$ cat config.mk
export PLATFORM = sky130hd
export DESIGN_NAME = chop_blank_timer
export DESIGN_NICKNAME = d
export VERILOG_FILES = /design/src/rtl/cbt_pkg.sv /design/src/rtl/cbt_sync.sv /design/src/rtl/cbt_window.sv /design/src/rtl/cbt_qualify.sv /design/src/rtl/chop_blank_timer.sv
export SDC_FILE = /design/constraint.sdc
export NUM_CORES = 1
export LEC_CHECK = 0
export ABC_AREA = 0
export BUFFER_PORTS_ARGS = -buffer_cell sky130_fd_sc_hd__buf_2
export CELL_PAD_IN_SITES_DETAIL_PLACEMENT = 0
export CELL_PAD_IN_SITES_GLOBAL_PLACEMENT = 2
export CORE_MARGIN = 3
export CORE_UTILIZATION = 37
export DETAILED_ROUTE_END_ITERATION = 12
export GPL_TIMING_DRIVEN = 0
export PLACE_DENSITY_LB_ADDON = 0.05
export SLEW_MARGIN = 20
export SYNTH_ARGS = -nofsm -noshare
export SYNTH_HDL_FRONTEND = slang
export SYNTH_HIERARCHICAL = 1
export SYNTH_SLANG_ARGS = --single-unit
$ cat constraint.sdc
create_clock -name clk -period 4 [get_ports clk]
set_input_delay 0.4 -clock clk [delete_from_list [all_inputs] [get_ports clk]]
set_output_delay 0.4 -clock clk [all_outputs]
set_load 0.02 [all_outputs]
$ cat src/rtl/cbt_pkg.sv
// Shared constants and helpers for the chop blanking timer.
// Assumes a 50 MHz clock, so one count is 20 ns.
package cbt_pkg;
    localparam int unsigned BLANK_BASE_DEF = 25;   // 500 ns floor
    localparam int unsigned BLANK_SAT_DEF  = 232;  // code ceiling
    localparam int unsigned CODE_W_DEF     = 8;
    localparam int unsigned SYNC_DEF       = 2;

    // Window length in cycles for a given code, after saturation.
    function automatic int unsigned win_cycles(input int unsigned code,
                                               input int unsigned base,
                                               input int unsigned sat);
        return base + ((code > sat) ? sat : code);
    endfunction
endpackage

$ cat src/rtl/cbt_sync.sv
// Multi-flop synchronizer for the comparator trip level.
// Assumes STAGES >= 1. The output lags the input by STAGES edges.
module cbt_sync #(
    parameter int unsigned STAGES = 2
) (
    input  logic clk,
    input  logic rst_n,
    input  logic d_i,
    output logic q_o
);
    logic [STAGES-1:0] sh_q;

    // Shift the raw level through the flop chain.
    always_ff @(posedge clk) begin
        if (!rst_n) begin
            sh_q <= '0;
        end else begin
            sh_q[0] <= d_i;
            for (int i = 1; i < STAGES; i++) begin
                sh_q[i] <= sh_q[i-1];
            end
        end
    end

    assign q_o = sh_q[STAGES-1];
endmodule

$ cat src/rtl/cbt_window.sv
// Blanking window counter. When arm_i is sampled, the module captures
// the saturated code and runs for BASE + code cycles. A new arm_i
// restarts the count. Assumes CNT_W can hold BASE + SAT - 1.
module cbt_window #(
    parameter int unsigned CODE_W = 8,
    parameter int unsigned BASE   = 25,
    parameter int unsigned SAT    = 232,
    parameter int unsigned CNT_W  = 9
) (
    input  logic              clk,
    input  logic              rst_n,
    input  logic              arm_i,
    input  logic [CODE_W-1:0] code_i,
    output logic              active_o
);
    logic [CODE_W-1:0] code_sat;
    logic [CNT_W-1:0]  last_idx;
    logic [CNT_W-1:0]  cnt_q;
    logic [CNT_W-1:0]  lim_q;
    logic              act_q;

    // Clamp the code and form the index of the last blanked cycle.
    always_comb begin
        code_sat = (code_i > CODE_W'(SAT)) ? CODE_W'(SAT) : code_i;
        last_idx = CNT_W'(BASE - 1) + CNT_W'(code_sat);
    end

    // Arm, count and expire the window.
    always_ff @(posedge clk) begin
        if (!rst_n) begin
            act_q <= 1'b0;
            cnt_q <= '0;
            lim_q <= '0;
        end else if (arm_i) begin
            act_q <= 1'b1;
            cnt_q <= '0;
            lim_q <= last_idx;
        end else if (act_q) begin
            if (cnt_q == lim_q) begin
                act_q <= 1'b0;
            end else begin
                cnt_q <= cnt_q + 1'b1;
            end
        end
    end

    assign active_o = act_q;
endmodule

$ cat src/rtl/cbt_qualify.sv
// Trip qualifier. Passes the synchronized trip only when no window is
// running, and turns each unblanked high stretch into one pulse.
// Assumes trip_i is already synchronous to clk.
module cbt_qualify (
    input  logic clk,
    input  logic rst_n,
    input  logic trip_i,
    input  logic blank_i,
    output logic pulse_o
);
    logic live;
    logic live_q;

    // Trip is visible only outside the window.
    assign live = trip_i && !blank_i;

    // Remember last cycle's visibility so that only its start gives a pulse.
    always_ff @(posedge clk) begin
        if (!rst_n) begin
            live_q <= 1'b0;
        end else begin
            live_q <= live;
        end
    end

    assign pulse_o = live && !live_q;
endmodule

$ cat src/rtl/chop_blank_timer.sv
// Sense blanking timer for one H-bridge chopping channel. Either start
// strobe arms the window. The window masks the trip and sets the minimum
// drive time. Assumes a 50 MHz clock and single-cycle strobes.
module chop_blank_timer #(
    parameter int unsigned CODE_W      = cbt_pkg::CODE_W_DEF,
    parameter int unsigned BASE_CYCLES = cbt_pkg::BLANK_BASE_DEF,
    parameter int unsigned CODE_SAT    = cbt_pkg::BLANK_SAT_DEF,
    parameter int unsigned SYNC_STAGES = cbt_pkg::SYNC_DEF
) (
    input  logic              clk,
    input  logic              rst_n,
    input  logic              drive_start_i,
    input  logic              fast_start_i,
    input  logic              trip_raw_i,
    input  logic [CODE_W-1:0] blank_code_i,
    output logic              trip_pulse_o,
    output logic              blanking_o
);
    localparam int unsigned WIN_MIN = cbt_pkg::win_cycles(0, BASE_CYCLES, CODE_SAT);
    localparam int unsigned WIN_MAX = cbt_pkg::win_cycles(CODE_SAT, BASE_CYCLES, CODE_SAT);
    localparam int unsigned CNT_W   = $clog2(WIN_MAX);

    logic arm;
    logic trip_s;
    logic blank;

    // Either start event re-arms the same window.
    assign arm = drive_start_i || fast_start_i;

    cbt_sync #(.STAGES(SYNC_STAGES)) u_sync (
        .clk   (clk),
        .rst_n (rst_n),
        .d_i   (trip_raw_i),
        .q_o   (trip_s)
    );

    cbt_window #(
        .CODE_W (CODE_W),
        .BASE   (BASE_CYCLES),
        .SAT    (CODE_SAT),
        .CNT_W  (CNT_W)
    ) u_window (
        .clk      (clk),
        .rst_n    (rst_n),
        .arm_i    (arm),
        .code_i   (blank_code_i),
        .active_o (blank)
    );

    cbt_qualify u_qual (
        .clk     (clk),
        .rst_n   (rst_n),
        .trip_i  (trip_s),
        .blank_i (blank),
        .pulse_o (trip_pulse_o)
    );

    assign blanking_o = blank;
endmodule

Word level (Yosys, flattened, before mapping):

Index checks and enable logic that the tools add are counted.

* register bits: 22
* bits in latches: 0
* memory bits (writable): 0
* bits in read-only memories: 0
* bits of input ports: 13
* memories: 0

* $add $sub $neg: 2
* multipliers: 0
* div/mod/pow operators: 0
* magnitude comparators: 1
* eq/ne operators: 1
* shift operators: 0
* multiplexer cells: 4
* bitwise operators: 2
* reductions and logical operators: 7

Operator list (count)
* 5-bit by 8-bit adder with 9-bit output, first input constant: 1
* 9-bit by 1-bit adder with 9-bit output, second input constant: 1
* 9-bit == test: 1
* 8-bit > comparator, second input constant: 1
* 8-bit two-way mux: 1
* 1-bit two-way mux: 3
* 1-bit logical AND: 2
* 1-bit zero test: 2
* 1-bit NOT: 2
* 2-bit AND reduction: 1
* 2-bit OR reduction: 1
* 1-bit logical OR: 1

Longest topological paths before layout:

Gate-level depths: netlist of the first run.

* depth after elaboration: 4
* gate-level depth with buffers: 7
* gate-level depth less buffers: 7

Modules after synthesis:

The synthesis of the first run kept the hierarchy.

By module, submodules not included
* cbt_window: times used 1, cells each 108, area each 1016.0 sq um, seq. area each 380.4 sq um
* cbt_sync: times used 1, cells each 4, area each 52.6 sq um, seq. area each 40.0 sq um
* cbt_qualify: times used 1, cells each 3, area each 41.3 sq um, seq. area each 20.0 sq um
* chop_blank_timer: times used 1, cells each 1, area each 6.3 sq um, seq. area each 0.0 sq um

Worst setup path before layout of the first run:

No wires, ideal clock.

* kind: register to register
* from: register u_window.act_q (netlist: u_window/active_o)
* to: register u_window.cnt_q[7]
* arrival time: 1.470 ns
* setup slack: 2.459 ns
* stages on the path, launching flop included: 6
* period minus slack after synthesis: 1.541 ns
* cells stage by stage: dfxtp_1 > and3_1 > and3_1 > nand2_1 > or3_1 > a21oi_1

* cells in the longest elaborated chain, start to end: 1

RTL lines
* from (decl): RTL line cbt_window.sv:20 `logic act_q;`
* from (signal assigned): RTL line cbt_window.sv:31 `act_q <= 1'b0;`
* from (signal assigned): RTL line cbt_window.sv:35 `act_q <= 1'b1;`
* from (signal assigned): RTL line cbt_window.sv:40 `act_q <= 1'b0;`
* 2-bit AND reduction (no line)
* to (signal assigned): RTL line cbt_window.sv:42 `cnt_q <= cnt_q + 1'b1;`
* to (decl): RTL line cbt_window.sv:18 `logic [CNT_W-1:0] cnt_q;`

Every way passes these cells.
A chain may end at the register's enable or synchronous reset.

Final worst setup path of the first run:

* from: register u_window.cnt_q[1]
* to: register u_window.cnt_q[8]

* cells in the longest elaborated chain, start to end: 3
* elaborated cells on any way between the ends: 4
* those cells by class: add/sub: 1; eq/ne: 1; bitwise: 1; reduce/logical: 1

RTL lines
* branches (longest 3 deep; another with 9-bit by 1-bit adder with 9-bit output)

Parallel ways; which one is timed is not known.

==> metrics.yaml, run 1 <==
status: "complete, no violations"
core.rowCount: 19
wl_um: 2030
drv_cap: 0
cp-end-kind: "register"
cp-startpoint: "u_window/cnt_q[1]"
worstPathRequired_ps: 4200
power_density_nw_per_um2: 365
post-cts-setup-buffers: 0
clockRootBuffer: "clkbuf_4"
finalHoldViolCount: 0
worstSetupPathType: "register to register"
vias: 859
numCtsBuffers: 3
peakVddDrop_v: 0.000127
fp.coreArea_um2: 2810
io_buffers: 14
cts_sinks: 22
viasPerCell: 5.21
h-tree-depth: 1
grt_max_degree: 14
worst_pin_slew_ps: 362
grt_pass1_vias: 853
critPathLaunchType: "register"
syn_avg_cell_area_um2: 9.62
critPathCapture: "u_window/cnt_q[8]"
pin_count: 15
synth_edf_count: 0
rsz0062_at_grt: "false"
fin_crit_sh_pct: 40.0
grt_antenna_before_repair: 0
syn2layout_area_growth_pct: 14.5
synth-async-reset-ratio_pct: 0
die_h_um: 60.9
cts_resized: 0
first_pass_iters: 2
r2r_cells: 5
syn-instance-count: 116
route.detailed.drc: 0
mostFrequentLayoutCells: "dfxtp_1, buf_2, nand2_1"
final_area_um2: 1280
cts_tree: "built"
clk_pin_slew_ps: 130
synth_cell_types: 34
maxSlewHeadroom_pct: 75.8
die_w_um: 60.9
layout_commonest_cell: "dfxtp_1"
diodes: 0
synth_seq_cells: 22
timing.rr.start: "u_window/cnt_q[1]"
die_area_um2: 3710
ys_seq_area_share_pct: 39.5
clockBufferDepth: 2
cp.arrival_ps: 1800
finalCriticalPeriod_ps: 1600
grt_pass1_wl_um: 3680
final.setup.tns_ps: 0
clk_latency_ps: 300
grt_use_total_pct: 13.2
total_power_w: 0.000467
synth_nets: 131
reg2reg_slack_ps: 2400
crit_fanout: 6
dpl_cell_area_um2: 1220
dp_hpwl_um: 1650
nNetsFinal: 150
setup_viol: 0
hold_class: "input pin to register"
synthFlopType: "dfxtp_1"
ant_nets: 0
ctsHoldBuffers: 0
finalClockSkew_ps: 1.35
dr.first_iter.drc_count: 20
wl_per_cell_um: 12.3
r2r-end: "u_window/cnt_q[8]"
ys_warn_count: 6
leakage_nw: 0.508
gp_congestion: 0.695
start_util_pct: 39.8
drv_slew: 0
syn_area_um2: 1120
drive_above_1_share_pct: 19.4
fmax_ghz: 0.625
overflow: 0
-- metal layers --
metal	global-route usage, %	vias to the layer above	wire [µm]
met5	0	-	0
met4	5.57	0	14
met3	1.91	2	69
met2	23.5	14	973
met1	15.8	394	971
li1	-	449	-
-- state kept, by name, summed over array words and instances, names as in the netlist --
| signal | count |
|---|---|
| u_sync/sh_q | 2 |
| u_window/lim_q | 9 |
| u_qual/live_q | 1 |
| u_window/cnt_q | 9 |
| u_window/active_o | 1 |
-- kinds of logic (layout without fill, tap and decap cells) --
group                      count (synthesis)  in the layout  synth area share (%)
muxes                                      2              2                  1.79
AOI/OAI and AO/OA                         27             27                  20.5
DFF                                       22             22                  39.5
and+or+nand+nor                           42             42                  21.6
buffers and inverters                      5             23                  1.79
xor gates and xnor gates                  16             16                  12.6
adders and majority gates                  2              2                  2.24
-- worst min-delay path by stage --
stage | startpoint | to | cells past startpoint
final | trip_raw_i | u_sync/sh_q[0] | 2
after global routing | trip_raw_i | u_sync/sh_q[0] | 2
after CTS | trip_raw_i | u_sync/sh_q[0] | 2
after detailed placement | u_sync/sh_q[0] | u_sync/sh_q[1] | 1
after global placement | u_sync/sh_q[0] | u_sync/sh_q[1] | 1
after floorplan | u_sync/sh_q[0] | u_sync/sh_q[1] | 1
-- cell usage after synthesis, drive strengths merged (2+ instances only) --
cell type	instances	area [µm²]
a21boi	3	22.5
a21oi	5	25.0
and2	4	25.0
and3	3	18.8
dfxtp	22	440
ha	2	25.0
inv	2	7.51
mux2i	2	20.0
nand2	10	37.5
nand3	4	25.0
nand4	2	27.5
nor2	8	30.0
nor2b	2	12.5
o211a	3	30.0
o21ai	7	35.0
o2bb2ai	2	17.5
o311ai	5	68.8
or2	2	12.5
or3	4	25.0
xnor2	9	78.8
xor2	7	61.3
-- critical path, stage by stage (launching register included) --
cell,delay (ps)
dfxtp_1,460
xnor2_1,180
nand3_2,230
o311ai_1,390
xor2_1,180
nor2_1,50
-- metrics by stage --
step | hold WS, ps | worst slack, ps | utilization, % | cells
floorplan | 412 | 2460 | - | 116
global placement | 417 | 2290 | 43.7 | 161
global route | 269 | 2230 | 45.5 | 165
CTS | 285 | 2360 | 45.5 | 165
finish | 296 | 2400 | 45.5 | 165
detailed placement | 435 | 2290 | 43.7 | 161
-- power by group --
group / internal, W / total [W] / switching, W
clock network: 0.000101 / 0.000169 / 0.0000683
registers: 0.000228 / 0.000236 / 0.00000787
logic: 0.0000267 / 0.0000615 / 0.0000349
-- area by class of cell --
type	count	area [µm²]
Multi-Input combinational cell	89	656
Sequential cell	22	440
Timing Repair Buffer	14	70.1
Inverter	3	11.3
Clock inverter	1	30.0
Fill cell	310	1530
Tap cell	31	38.8
Clock buffer	3	22.5
Buffer	2	8.76
Power figures use the tool's default switching activity.
==> run 2: changes to the inputs <==
--- a/config.mk
+++ b/config.mk
@@ -10,7 +10,7 @@
 export CELL_PAD_IN_SITES_DETAIL_PLACEMENT = 0
 export CELL_PAD_IN_SITES_GLOBAL_PLACEMENT = 2
 export CORE_MARGIN = 3
-export CORE_UTILIZATION = 37
+export CORE_UTILIZATION = 31
 export DETAILED_ROUTE_END_ITERATION = 12
 export GPL_TIMING_DRIVEN = 0
 export PLACE_DENSITY_LB_ADDON = 0.05
==> constraint.sdc (replaced) <==
create_clock -name clk -period 1.3 [get_ports clk]
set_input_delay 0.13 -clock clk [delete_from_list [all_inputs] [get_ports clk]]
set_output_delay 0.13 -clock clk [all_outputs]
set_load 0.02 [all_outputs]
==> metrics.yaml, run 2 (synthesis results as in run 1) <==
grt_max_degree: 13  # was 14
crit_fanout: 6  # unchanged
finalClockSkew_ps: 3.01  # was 1.35 ps
slowest_stage: "dfxtp_2"  # was dfxtp_1
total_power_w: 0.00135  # was 0.000467 W
status: "complete, but fails checks"  # was complete, no violations
cp.arrival_ps: 1700  # was 1800 ps
die_area_um2: 4360  # was 3710 µm²
wl_per_cell_um: 12.6  # was 12.3 µm
viasPerCell: 4.81  # was 5.21
rsz0062_at_grt: "true"  # was false
syn2layout_area_growth_pct: 37.8  # was 14.5%
finalCriticalPeriod_ps: 1500  # was 1600 ps
cp-end-kind: "register"  # unchanged
fillers: 333  # was 310
start_util_pct: 32.9  # was 39.8%
crit_chain: "xnor2_4 -> nand4_4 -> o31ai_4 -> mux2i_1 -> nor2_1"  # was xnor2_1 -> nand3_2 -> o311ai_1 -> xor2_1 -> nor2_1
power_density_nw_per_um2: 880  # was 365 nW/µm²
worst_slack_ps: -204  # was 2400 ps
fp.coreArea_um2: 3390  # was 2810 µm²
r2r-end: "u_window/cnt_q[1]"  # was u_window/cnt_q[8]
hold_class: "input pin to register"  # unchanged
critPathCapture: "u_window/cnt_q[1]"  # was u_window/cnt_q[8]
wl_um: 2330  # was 2030 µm
r2r_cells: 5  # unchanged
finalHoldViolCount: 0  # unchanged
whs_path_depth: 2  # unchanged
ant_nets: 0  # unchanged
first_pass_iters: 4  # was 2
dr.first_iter.drc_count: 47  # was 20
fin_crit_sh_pct: 116  # was 40.0%
overflow: 0  # unchanged
clockBufferDepth: 2  # unchanged
mostFrequentLayoutCells: "buf_2, dfxtp_2, nand2_1"  # was dfxtp_1, buf_2, nand2_1
die_h_um: 66  # was 60.9 µm
io_buffers: 14  # unchanged
peakVddDrop_v: 0.000435  # was 0.000127 V
critPathMaxStageDelay_ps: 370  # was 460 ps
core.rowCount: 21  # was 19
timing.rr.start: "u_window/lim_q[0]"  # was u_window/cnt_q[1]
dp_hpwl_um: 1740  # was 1650 µm
maxSlewHeadroom_pct: 75.1  # was 75.8%
worstPathRequired_ps: 1490  # was 4200 ps
nNetsFinal: 155  # was 150
grt_use_total_pct: 12.5  # was 13.2%
pin_count: 15  # unchanged
gp_congestion: 0.689  # was 0.695
worstSetupPathType: "register to register"  # unchanged
pre_cts_ws_ps: -215  # was 2290 ps
leakage_nw: 0.558  # was 0.508 nW
diodes: 0  # unchanged
cts_tree: "built"  # unchanged
grt_antenna_before_repair: 0  # unchanged
finalCoreUtilization_pct: 45.4  # was 45.5%
drv_slew: 0  # unchanged
drive_above_1_share_pct: 46.0  # was 19.4%
clk_pin_slew_ps: 120  # was 130 ps
clk_latency_ps: 300  # about the same
grt_pass1_wl_um: 4150  # was 3680 µm
critPathLaunchType: "register"  # unchanged
largest_registers: "u_window/cnt_q (9), u_window/lim_q (9), u_sync/sh_q (2)"  # unchanged
cp-startpoint: "u_window/lim_q[0]"  # was u_window/cnt_q[1]
setup_viol: 10  # was 0
violations: "setup timing"
grt_pass1_vias: 884  # was 853
cts_sinks: 22  # unchanged
drv_cap: 0  # unchanged
die_w_um: 66  # was 60.9 µm
vias: 890  # was 859
final.setup.tns_ps: -1520  # was 0 ps
ctsHoldBuffers: 0  # unchanged
clockRootBuffer: "clkbuf_4"  # unchanged
hold_start: "trip_raw_i"  # unchanged
layout_commonest_cell: "buf_2"  # was dfxtp_1
h-tree-depth: 1  # unchanged
fmax_ghz: 0.665  # was 0.625 GHz
fin_hold_ws_ps: 24.9  # was 296 ps
reg2reg_slack_ps: -200  # was 2400 ps
worst_pin_slew_ps: 373  # was 362 ps
route.detailed.drc: 0  # unchanged
numCtsBuffers: 3  # unchanged
==> run 2: worst min path at each step <==
stage	to	slack [ps]
floorplan	u_sync/sh_q[0]	250
global placement	u_sync/sh_q[0]	340
detailed placement	u_sync/sh_q[0]	340
CTS	u_sync/sh_q[0]	10
global route	u_sync/sh_q[0]	20
finish	u_sync/sh_q[0]	20
==> run 2: final cells by class <==
cell class              count  area, µm²  share of cell area [%]
multi-input cells          89        833                    54.2
flip-flops and latches     22        483                    31.4
repair buffers             19        108                    7.00
well taps                  46       57.6                    3.74
clock buffers               4       36.3                    2.36
inverters                   3       11.3                   0.732
plain buffers               2       8.76                   0.570
==> run 2: critical path: cells and delay by family (launching register included) <==
kind | cells | cell delay [ps]
AO/OA/AOI/OAI | 1 | 360
XOR/XNOR | 1 | 180
multiplexers | 1 | 230
flip-flops | 1 | 370
AND/OR/NAND/NOR | 2 | 260
==> run 2: timing repair <==
item | 4_1_cts | 5_1_grt
resized for setup | 22 | 7
buffers inserted | 3 | 2
setup endpoints to repair | 10 | 10
pin swaps | 12 | 8
==> run 2: stage by stage <==
step / area [µm²] / cells
floorplan: 1200 / 116
global route: 1540 / 185
CTS: 1490 / 183
finish: 1540 / 185
detailed placement: 1320 / 176
global placement: 1320 / 176
==> run 2: power breakdown <==
| group | leakage [nW] | switching [W] | internal [W] | total (W) |
|---|---|---|---|---|
| clock | 0.0210 | 0.000202 | 0.000171 | 0.000372 |
| sequential | 0.190 | 0.0000400 | 0.000692 | 0.000732 |
| combinational | 0.347 | 0.000124 | 0.000124 | 0.000248 |
| total | 0.558 | 0.000366 | 0.000987 | 0.00135 |
==> run 2: metal layers <==
metal | part of all wire [%] | GRT usage [%] | wire [µm]
met5 | 0 | 0 | 0
met4 | 0.99 | 3.05 | 23
met3 | 3.9 | 3.91 | 91
met2 | 49 | 21.0 | 1130
met1 | 46 | 15.5 | 1080
